<file path="config.mk">
export PLATFORM = sky130hd
export DESIGN_NAME = fir_conv_seq
export DESIGN_NICKNAME = d
export VERILOG_FILES = /design/src/rtl/conv_seq_pkg.sv /design/src/rtl/conv_addr_gen.sv /design/src/rtl/conv_mac.sv /design/src/rtl/fir_conv_seq.sv
export SDC_FILE = /design/constraint.sdc
export NUM_CORES = 2
export LEC_CHECK = 0
export BUFFER_PORTS_ARGS = -buffer_cell sky130_fd_sc_hd__buf_2
export CORE_AREA = 5 5 255 257
export CTS_CLUSTER_DIAMETER = 60
export DETAILED_ROUTE_END_ITERATION = 8
export DIE_AREA = 0 0 260 262
export SYNTH_ARGS = -nofsm -noshare
export SYNTH_HDL_FRONTEND = slang
export SYNTH_SLANG_ARGS = --single-unit
</file>
<file path="constraint.sdc">
create_clock -name clk_i -period 13.01 [get_ports clk_i]
set_clock_uncertainty 0.15 [all_clocks]
set_input_delay 2.602 -clock clk_i [delete_from_list [all_inputs] [get_ports clk_i]]
set_output_delay 2.602 -clock clk_i [all_outputs]
set_load 0.005 [all_outputs]
</file>
<file path="src/rtl/conv_seq_pkg.sv">
package conv_seq_pkg;
  typedef enum logic [1:0] {
    ST_IDLE  = 2'd0,
    ST_LEFT  = 2'd1,
    ST_RIGHT = 2'd2
  } conv_state_e;
endpackage

</file>
<file path="src/rtl/conv_addr_gen.sv">
module conv_addr_gen #(
  parameter int RAM_AW  = 8,
  parameter int PHASE_W = 26,
  parameter int STEP_W  = 21,
  parameter int COEF_AW = 10
) (
  input  logic               clk_i,
  input  logic               rst_ni,
  input  logic               load_i,
  input  logic               adv_i,
  input  logic [RAM_AW-1:0]  ram_start_i,
  input  logic [PHASE_W-1:0] phase_i,
  input  logic [STEP_W-1:0]  step_i,
  output logic [RAM_AW-1:0]  ram_addr_o,
  output logic [COEF_AW-1:0] rom_addr_o,
  output logic               wrap_o
);
  localparam logic [STEP_W-1:0] UNIT_STEP = {1'b1, {(STEP_W-1){1'b0}}};

  logic [RAM_AW-1:0]  ram_base_q, ram_ptr_q;
  logic [PHASE_W-1:0] phase_base_q, rom_ptr_q;
  logic [STEP_W-1:0]  step_q;
  logic [PHASE_W:0]   sum_w;

  assign sum_w      = {1'b0, rom_ptr_q} + {{(PHASE_W+1-STEP_W){1'b0}}, step_q};
  assign wrap_o     = sum_w[PHASE_W];
  assign ram_addr_o = ram_ptr_q;
  assign rom_addr_o = rom_ptr_q[PHASE_W-1 -: COEF_AW];

  always_ff @(posedge clk_i or negedge rst_ni) begin
    if (!rst_ni) begin
      ram_base_q   <= '0;
      ram_ptr_q    <= '0;
      phase_base_q <= '0;
      rom_ptr_q    <= '0;
      step_q       <= UNIT_STEP;
    end else if (load_i) begin
      ram_base_q   <= ram_start_i;
      ram_ptr_q    <= ram_start_i;
      phase_base_q <= phase_i;
      rom_ptr_q    <= phase_i;
      step_q       <= step_i;
    end else if (adv_i) begin
      if (wrap_o) begin
        // pass over: next channel restarts from the loaded pointers
        ram_ptr_q <= ram_base_q;
        rom_ptr_q <= phase_base_q;
      end else begin
        ram_ptr_q <= ram_ptr_q - 1'b1;
        rom_ptr_q <= sum_w[PHASE_W-1:0];
      end
    end
  end


  ram_dec_chk: assert property (@(posedge clk_i) disable iff (!rst_ni)
    (adv_i && !wrap_o && !load_i) |=> (ram_addr_o == $past(ram_addr_o) - 1'b1));


  restart_chk: assert property (@(posedge clk_i) disable iff (!rst_ni)
    (adv_i && wrap_o && !load_i) |=> (ram_ptr_q == ram_base_q && rom_ptr_q == phase_base_q));


  step_range_chk: assert property (@(posedge clk_i) disable iff (!rst_ni)
    adv_i |-> (step_q != '0 && step_q <= UNIT_STEP));
endmodule

</file>
<file path="src/rtl/conv_mac.sv">
module conv_mac #(
  parameter int DATA_W    = 24,
  parameter int COEF_W    = 16,
  parameter int ACC_W     = 40,
  parameter int OUT_SHIFT = 15
) (
  input  logic                     clk_i,
  input  logic                     rst_ni,
  input  logic                     en_i,
  input  logic                     clr_i,
  input  logic signed [DATA_W-1:0] sample_i,
  input  logic signed [COEF_W-1:0] coef_i,
  output logic signed [DATA_W-1:0] res_o
);
  localparam int PROD_W = DATA_W + COEF_W;
  localparam logic signed [DATA_W-1:0] RES_MAX = {1'b0, {(DATA_W-1){1'b1}}};
  localparam logic signed [DATA_W-1:0] RES_MIN = {1'b1, {(DATA_W-1){1'b0}}};

  logic signed [PROD_W-1:0] prod_w;
  logic signed [ACC_W-1:0]  acc_q, acc_d, shifted_w;
  logic [ACC_W-DATA_W:0]    hi_w;

  assign prod_w    = sample_i * coef_i;
  assign acc_d     = acc_q + ACC_W'(prod_w);
  assign shifted_w = acc_d >>> OUT_SHIFT;
  assign hi_w      = shifted_w[ACC_W-1:DATA_W-1];

  always_comb begin
    if (&hi_w || ~|hi_w) res_o = shifted_w[DATA_W-1:0];
    else if (shifted_w[ACC_W-1]) res_o = RES_MIN;
    else res_o = RES_MAX;
  end

  always_ff @(posedge clk_i or negedge rst_ni) begin
    if (!rst_ni)    acc_q <= '0;
    else if (clr_i) acc_q <= '0;
    else if (en_i)  acc_q <= acc_d;
  end
endmodule

</file>
<file path="src/rtl/fir_conv_seq.sv">
module fir_conv_seq
  import conv_seq_pkg::*;
#(
  parameter int DATA_W    = 24,
  parameter int COEF_W    = 16,
  parameter int ACC_W     = 40,
  parameter int OUT_SHIFT = 15,
  parameter int RAM_AW    = 8,
  parameter int TAP_LOG2  = 6,
  parameter int FRAC_W    = 20,
  parameter int COEF_AW   = 10
) (
  input  logic                     clk_i,
  input  logic                     rst_ni,
  input  logic                     start_i,
  input  logic [RAM_AW-1:0]        ram_start_i,
  input  logic [TAP_LOG2+FRAC_W-1:0] phase_i,
  input  logic [FRAC_W:0]          step_i,
  output logic [RAM_AW-1:0]        ram_addr_o,
  output logic                     ch_o,
  output logic                     rd_en_o,
  input  logic signed [DATA_W-1:0] ram_data_i,
  output logic [COEF_AW-1:0]       rom_addr_o,
  input  logic signed [COEF_W-1:0] coef_i,
  output logic signed [DATA_W-1:0] left_o,
  output logic signed [DATA_W-1:0] right_o,
  output logic                     done_o
);
  localparam int PHASE_W = TAP_LOG2 + FRAC_W;
  localparam int STEP_W  = FRAC_W + 1;
  localparam logic [STEP_W-1:0] UNIT_STEP = {1'b1, {(STEP_W-1){1'b0}}};

  conv_state_e state_q;
  logic busy_w, load_w, wrap_w;
  logic [STEP_W-1:0] step_eff_w;
  logic signed [DATA_W-1:0] res_w, left_hold_q;

  assign busy_w     = (state_q != ST_IDLE);
  assign load_w     = start_i && !busy_w;
  assign step_eff_w = (step_i == '0 || step_i > UNIT_STEP) ? UNIT_STEP : step_i;
  assign rd_en_o    = busy_w;
  assign ch_o       = (state_q == ST_RIGHT);

  conv_addr_gen #(
    .RAM_AW(RAM_AW), .PHASE_W(PHASE_W), .STEP_W(STEP_W), .COEF_AW(COEF_AW)
  ) u_addr (
    .clk_i(clk_i), .rst_ni(rst_ni), .load_i(load_w), .adv_i(busy_w),
    .ram_start_i(ram_start_i), .phase_i(phase_i), .step_i(step_eff_w),
    .ram_addr_o(ram_addr_o), .rom_addr_o(rom_addr_o), .wrap_o(wrap_w)
  );

  conv_mac #(
    .DATA_W(DATA_W), .COEF_W(COEF_W), .ACC_W(ACC_W), .OUT_SHIFT(OUT_SHIFT)
  ) u_mac (
    .clk_i(clk_i), .rst_ni(rst_ni), .en_i(busy_w),
    .clr_i(load_w || (busy_w && wrap_w)),
    .sample_i(ram_data_i), .coef_i(coef_i), .res_o(res_w)
  );

  always_ff @(posedge clk_i or negedge rst_ni) begin
    if (!rst_ni) begin
      state_q     <= ST_IDLE;
      left_hold_q <= '0;
      left_o      <= '0;
      right_o     <= '0;
      done_o      <= 1'b0;
    end else begin
      done_o <= 1'b0;
      unique case (state_q)
        ST_IDLE:  if (start_i) state_q <= ST_LEFT;
        ST_LEFT:  if (wrap_w) begin
          left_hold_q <= res_w;
          state_q     <= ST_RIGHT;
        end
        ST_RIGHT: if (wrap_w) begin
          left_o  <= left_hold_q;
          right_o <= res_w;
          done_o  <= 1'b1;
          state_q <= ST_IDLE;
        end
        default:  state_q <= ST_IDLE;
      endcase
    end
  end


  done_pulse_chk: assert property (@(posedge clk_i) disable iff (!rst_ni)
    done_o |=> !done_o);


  done_idle_chk: assert property (@(posedge clk_i) disable iff (!rst_ni)
    done_o |-> !rd_en_o);


  ch_order_chk: assert property (@(posedge clk_i) disable iff (!rst_ni)
    $rose(ch_o) |-> $past(rd_en_o));


  result_stable_chk: assert property (@(posedge clk_i) disable iff (!rst_ni)
    !done_o |-> ($stable(left_o) && $stable(right_o)));
endmodule

</file>
Word-level counts from Yosys, hierarchy flattened
Cells that the tools add are included.
{"block": "word_totals", "regBits": 204, "latch_bits": 0, "mem_bits_rw": 0, "romBits": 0, "output_inout_bits": 69, "elab_cells": 55, "memories": 0}
{"block": "op_classes", "add_sub_neg": 3, "multipliers": 1, "div": 0, "n_lt_le_gt_ge": 1, "n_eq_ne": 5, "n_shift": 0, "muxes": 17, "bitwise": 0, "n_reduce_logical": 17}
{"cell": "40-bit two-way mux", "count": 2}
{"cell": "26-bit two-way mux", "count": 3}
{"cell": "24-bit two-way mux", "count": 2}
{"cell": "40-bit adder", "count": 1}
{"cell": "24-bit by 16-bit multiplier with 40-bit output", "count": 1}
{"cell": "26-bit by 21-bit adder with 27-bit output", "count": 1}
{"cell": "8-bit two-way mux", "count": 3}
{"cell": "21-bit greater-than comparator, second input constant", "count": 1}
{"cell": "21-bit logical NOT", "count": 1}
{"cell": "21-bit two-way mux", "count": 1}
{"cell": "8-bit by 1-bit subtractor with 8-bit output, second input constant", "count": 1}
{"cell": "2-bit two-way mux", "count": 3}
{"cell": "2-bit case mux with 3 select lines", "count": 1}
{"cell": "2-bit AND reduction", "count": 3}
{"cell": "2-bit nonzero test", "count": 3}
{"cell": "2-bit by 1-bit inequality test with 1-bit output, second input constant", "count": 2}
{"cell": "1-bit logical OR", "count": 3}
{"cell": "3-bit AND reduction", "count": 1}
{"cell": "2-bit by 1-bit equality test with 1-bit output, second input constant", "count": 1}
{"cell": "2-bit equality test, second input constant", "count": 1}
{"cell": "1-bit logical AND", "count": 2}
{"cell": "1-bit logical NOT", "count": 2}
{"cell": "2-bit logical NOT", "count": 1}
{"cell": "1-bit two-way mux", "count": 2}
{"cell": "other kinds (2)", "count": 2}

Longest topological paths before layout
{"block": "depth", "ltp_word": 6, "ltp_mapped": 26, "mapped_depth_nobuf": 23}

Cells and area by module
A second synthesis with hierarchy kept.
{"block": "hier_totals", "hier_cells": 2628, "hier_area_um2": 25543.2}
{"module": "conv_mac", "instances": 1, "cells_each": 1912, "area_per_inst_um2": 17205.3}
{"module": "conv_addr_gen", "instances": 1, "cells_each": 521, "area_per_inst_um2": 5313.8}
{"module": "fir_conv_seq", "instances": 1, "cells_each": 195, "area_per_inst_um2": 3024.2}

Worst setup path after synthesis
Ideal clock, no wire load.
{"block": "synth_path", "path_kind": "in2reg", "from": "in coef_i[4]", "to": "reg left_hold_q[10]", "setup_time_ns": 0.125, "arrival_time_ns": 8.792, "required_time_ns": 12.735, "slack_ns": 3.944, "stages": 25, "cell_sequence": "clkbuf_1 > nand2_1 > fa_1 > inv_1 > fa_1 > inv_1 > fa_1 > inv_1 > fa_1 > fa_1 > inv_1 > fa_1 > inv_1 > ha_1 > clkbuf_1 > a21oi_1 > o21ai_1 > o21bai_1 > a21o_1 > a21oi_1 > a311o_2 > xnor2_4 > buf_2 > maj3_2 > mux2_2"}
{"block": "synth_between", "elab_chain_len": 6}
{"element": "start: declaration", "line": "fir_conv_seq.sv:24", "text": "input logic signed [COEF_W-1:0] coef_i,"}
{"element": "24-bit by 16-bit multiplier with 40-bit output *", "line": "conv_mac.sv:23", "text": "assign prod_w = sample_i * coef_i;"}
{"element": "40-bit adder *", "line": "conv_mac.sv:24", "text": "assign acc_d = acc_q + ACC_W'(prod_w);"}
{"element": "2-bit OR reduction", "line": "conv_mac.sv:29", "text": "if (&hi_w || ~|hi_w) res_o = shifted_w[DATA_W-1:0];"}
{"element": "1-bit logical NOT", "line": "conv_mac.sv:29"}
{"element": "1-bit logical OR", "line": "conv_mac.sv:29"}
{"element": "24-bit two-way mux *", "line": "conv_mac.sv:29"}
{"element": "end signal: assignment", "line": "fir_conv_seq.sv:72", "text": "left_hold_q <= res_w;"}
{"element": "end: declaration", "line": "fir_conv_seq.sv:36", "text": "logic signed [DATA_W-1:0] res_w, left_hold_q;"}
Every way passes the cells marked *; elsewhere a longest branch is shown, timed or not.
A chain may end at the register's enable or synchronous reset.

Worst setup path after layout
{"block": "layout_path", "from": "in coef_i[1]", "to": "reg right_o[21]"}
{"block": "layout_between", "elab_chain_len": 6}
{"element": "24-bit by 16-bit multiplier with 40-bit output *", "line": "conv_mac.sv:23"}
{"element": "40-bit adder *", "line": "conv_mac.sv:24"}
{"element": "2-bit OR reduction", "line": "conv_mac.sv:29"}
{"element": "1-bit logical NOT", "line": "conv_mac.sv:29"}
{"element": "1-bit logical OR", "line": "conv_mac.sv:29"}
{"element": "24-bit two-way mux *", "line": "conv_mac.sv:29"}
{"element": "end signal: assignment", "line": "fir_conv_seq.sv:77", "text": "right_o <= res_w;"}
{"element": "end: declaration", "line": "fir_conv_seq.sv:26", "text": "output logic signed [DATA_W-1:0] right_o,"}
Marked as above.

==> impl_metrics.ini <==
[outcome]
status = completed

[global_routing]
overflow = 0
grt_max_degree = 78
grt.total_usage_pct = 19.0
grt_pass1_vias = 19000
grt_first_pass_wirelength_mm = 105
antenna_found_initial = 6

[routing]
initialDrtViolationCount = 981
via_per_inst = 5.04
routedWlPerCell_um = 18.3
drc = 0
totalWireLength_mm = 62.7
ant_nets = 0
dr.pass1.iters = 6
vias = 17300

[sta]
hold_violations = 0
fmax_ghz = 0.105
setup_viol = 0
rsz0062_at_grt = false
drv_slew = 0
fin_crit_ns = 9.53
fin_crit_sh_pct = 73.2
max_slew.worst_pin.slew_ns = 0.920
maxSlewHeadroom_pct = 38.6
setup_tns_ns = 0

[clock_tree]
cts_made_buffers = 21
clock_latency_ns = 0.51
cts-resized-gates = 0
cts_buffer_depth = 3
clock_sinks = 204
path_clk_slew_ns = 0.06
cts_setup_buffers = 0
holdBufCountCts = 0
cts_root_buf = clkbuf_16
cts_tree = done
h-tree-depth = 1

[min_path]
min_path_cells = 1
hold_path.class = reg -> reg
min_to = left_o[19]
hp-start = left_o[19]

[placement]
place_area_sq_mm = 0.0262
place_congestion = 0.866
dpl.hpwl_mm = 49.7
portBuffers = 166

[critical_path]
critPathCaptureType = flip-flop
start_kind = input port
reg2reg_from = u_mac.acc_q[15]
r2r_end = right_o[21]
cpPeakStageDelay_ns = 0.76
worst_r2r_path_depth = 19
crit_top_cell = fa_1
startpoint = coef_i[1]
critPathBufInv = 6
cp_top_family = adder cells
crit_fanout = 26
criticalPathCategory = in -> reg
cp.arrival_ns = 9.81
crit_slowest_cell = fa_1
required_ns = 13.29
rrSetupSlack_ns = 6.64
crit_chain = buf_2 -> nand2_1 -> inv_1 -> fa_1 -> fa_1 -> inv_1 -> fa_1 -> inv_1 -> fa_1 -> fa_1 -> inv_1 -> fa_1 -> inv_1 -> ha_1 -> nand4_1 -> nor2_1 -> nand2_1 -> a21oi_1 -> nor2_1 -> a311o_2 -> xnor2_4 -> maj3_2 -> mux2_2

[layout]
fillCellCount = 5975
fin_util_pct = 42.9
drive_gt1_share_pct = 13.1
final_cell_mix = inv_1, fa_1, nand2_1
areaGrowthSynthToFinish_pct = 8.71
final_net_count = 3216
stdcell_area_sq_mm = 0.0268
final_common_cell = inv_1

[logic_synthesis]
synth.avg_cell_area_sq_um = 9.93
synth_edf_count = 0
yosys_warnings = 0
ys_seq_elements = 204
synth.net_count = 3134
synth_flop_cell = dfrtp_1
synth_cells = 2487
syn_area_sq_mm = 0.0247
synth_cell_types = 79
synth-async-reset-ratio_pct = 100
yosysSeqAreaShare_pct = 20.7

[floorplanning]
io_pins = 167
fp-row-count = 92
fp.dieH_um = 262
coreArea_sq_mm = 0.0625
initial_core_util_pct = 39.5
die_x_um = 260
die_area_sq_mm = 0.0681

[run]
cap_violations = 0
state kept, by name, indices dropped and copies added (netlist names):
signal / cells
u_mac.acc_q: 40
left_hold_q: 24
u_addr.ram_addr_o: 8
u_addr.ram_base_q: 8
state_q: 2
right_o: 24
u_addr.phase_base_q: 26
left_o: 24
u_addr.rom_ptr_q: 26
done_o: 1
u_addr.step_q: 21
Yosys cell counts (all sizes together), types with 8 or more instances:
library cell	n	share of area [%]
dfrtp	203	21
a211oi	30	0.96
xor2	25	0.89
inv	484	7.4
nor3	11	0.22
fa	413	33
buf	32	0.82
nand2	316	4.8
nor2b	26	0.72
a21o	16	0.49
nand3	14	0.30
xnor2	44	1.7
mux2	106	5.0
a21oi	73	1.5
a31oi	22	0.56
maj3	23	1.0
nand2b	12	0.30
clkbuf	88	1.3
nand4	11	0.28
o21a	8	0.24
nor2	61	0.93
o21bai	9	0.27
a22o	49	1.7
o21ai	50	1.0
mux2i	11	0.45
and2	142	3.6
ha	136	6.9
cells by family after synthesis:
kind of cell,count (synthesis),share of synthesized area (%)
flip-flops,204,20.7
multiplexers,117,5.40
XOR/XNOR,69,2.55
AO/OA/AOI/OAI,301,8.47
AND/OR/NAND/NOR,620,12.0
adder cells (fa/ha/maj),572,41.4
buffers and inverters,604,9.52
per-layer routing:
layer  track usage (%)  up-vias  share of wire [%]
met2              30.3      446                 46
met3              2.79       65                5.4
met1              27.9     8822                 47
met5                 0        -              0.097
li1                  -     7924                  -
met4              3.58        8                1.6
how the worst max path moves through the flow:
stage / endpoint / slack, ns / cells after the start
2_1_floorplan: left_hold_q[10] / 3.94 / 25
6_report: right_o[21] / 3.48 / 23
4_1_cts: right_o[11] / 3.52 / 23
5_1_grt: right_o[10] / 3.05 / 23
3_5_place_dp: right_o[11] / 3.03 / 23
3_3_place_gp: right_o[17] / 3.06 / 23
worst register-to-register path, stage by stage (launching register included):
cell and delay [ns]:
dfrtp_1 0.36, inv_1 0.10, fa_1 0.53, inv_1 0.07, fa_1 0.54, fa_1 0.45, fa_1 0.55, inv_1 0.05
fa_1 0.48, inv_1 0.04, ha_1 0.39, nand4_1 0.21, nor4_1 0.23, o221ai_1 0.27, o21ai_1 0.20, nor2_1 0.07
a311o_2 0.36, xnor2_4 0.73, maj3_2 0.37, mux2_2 0.15
metrics by stage:
stage | std cells | hold slack (ns) | worst slack [ns]
6_report | 3428 | 0.330 | 3.48
5_1_grt | 3428 | 0.351 | 3.05
4_1_cts | 3427 | 0.335 | 3.52
3_5_place_dp | 3392 | 0.319 | 3.03
3_3_place_gp | 3392 | 0.319 | 3.06
2_1_floorplan | 2487 | 0.306 | 3.94
area by class of cell:
type	count	area (sq um)	area share (%)
timing repair buffer	179	937	3.49
tap	846	1060	3.94
inverter	484	1820	6.77
clock buffer	25	551	2.05
antenna	1	2.50	0.00932
clock inverter	10	114	0.424
sequential	204	5110	19.0
multi-input combinational	1679	17300	64.3
Power is not shown: default switching activity piles up to over one toggle a cycle in this logic, so the estimate is an artifact.
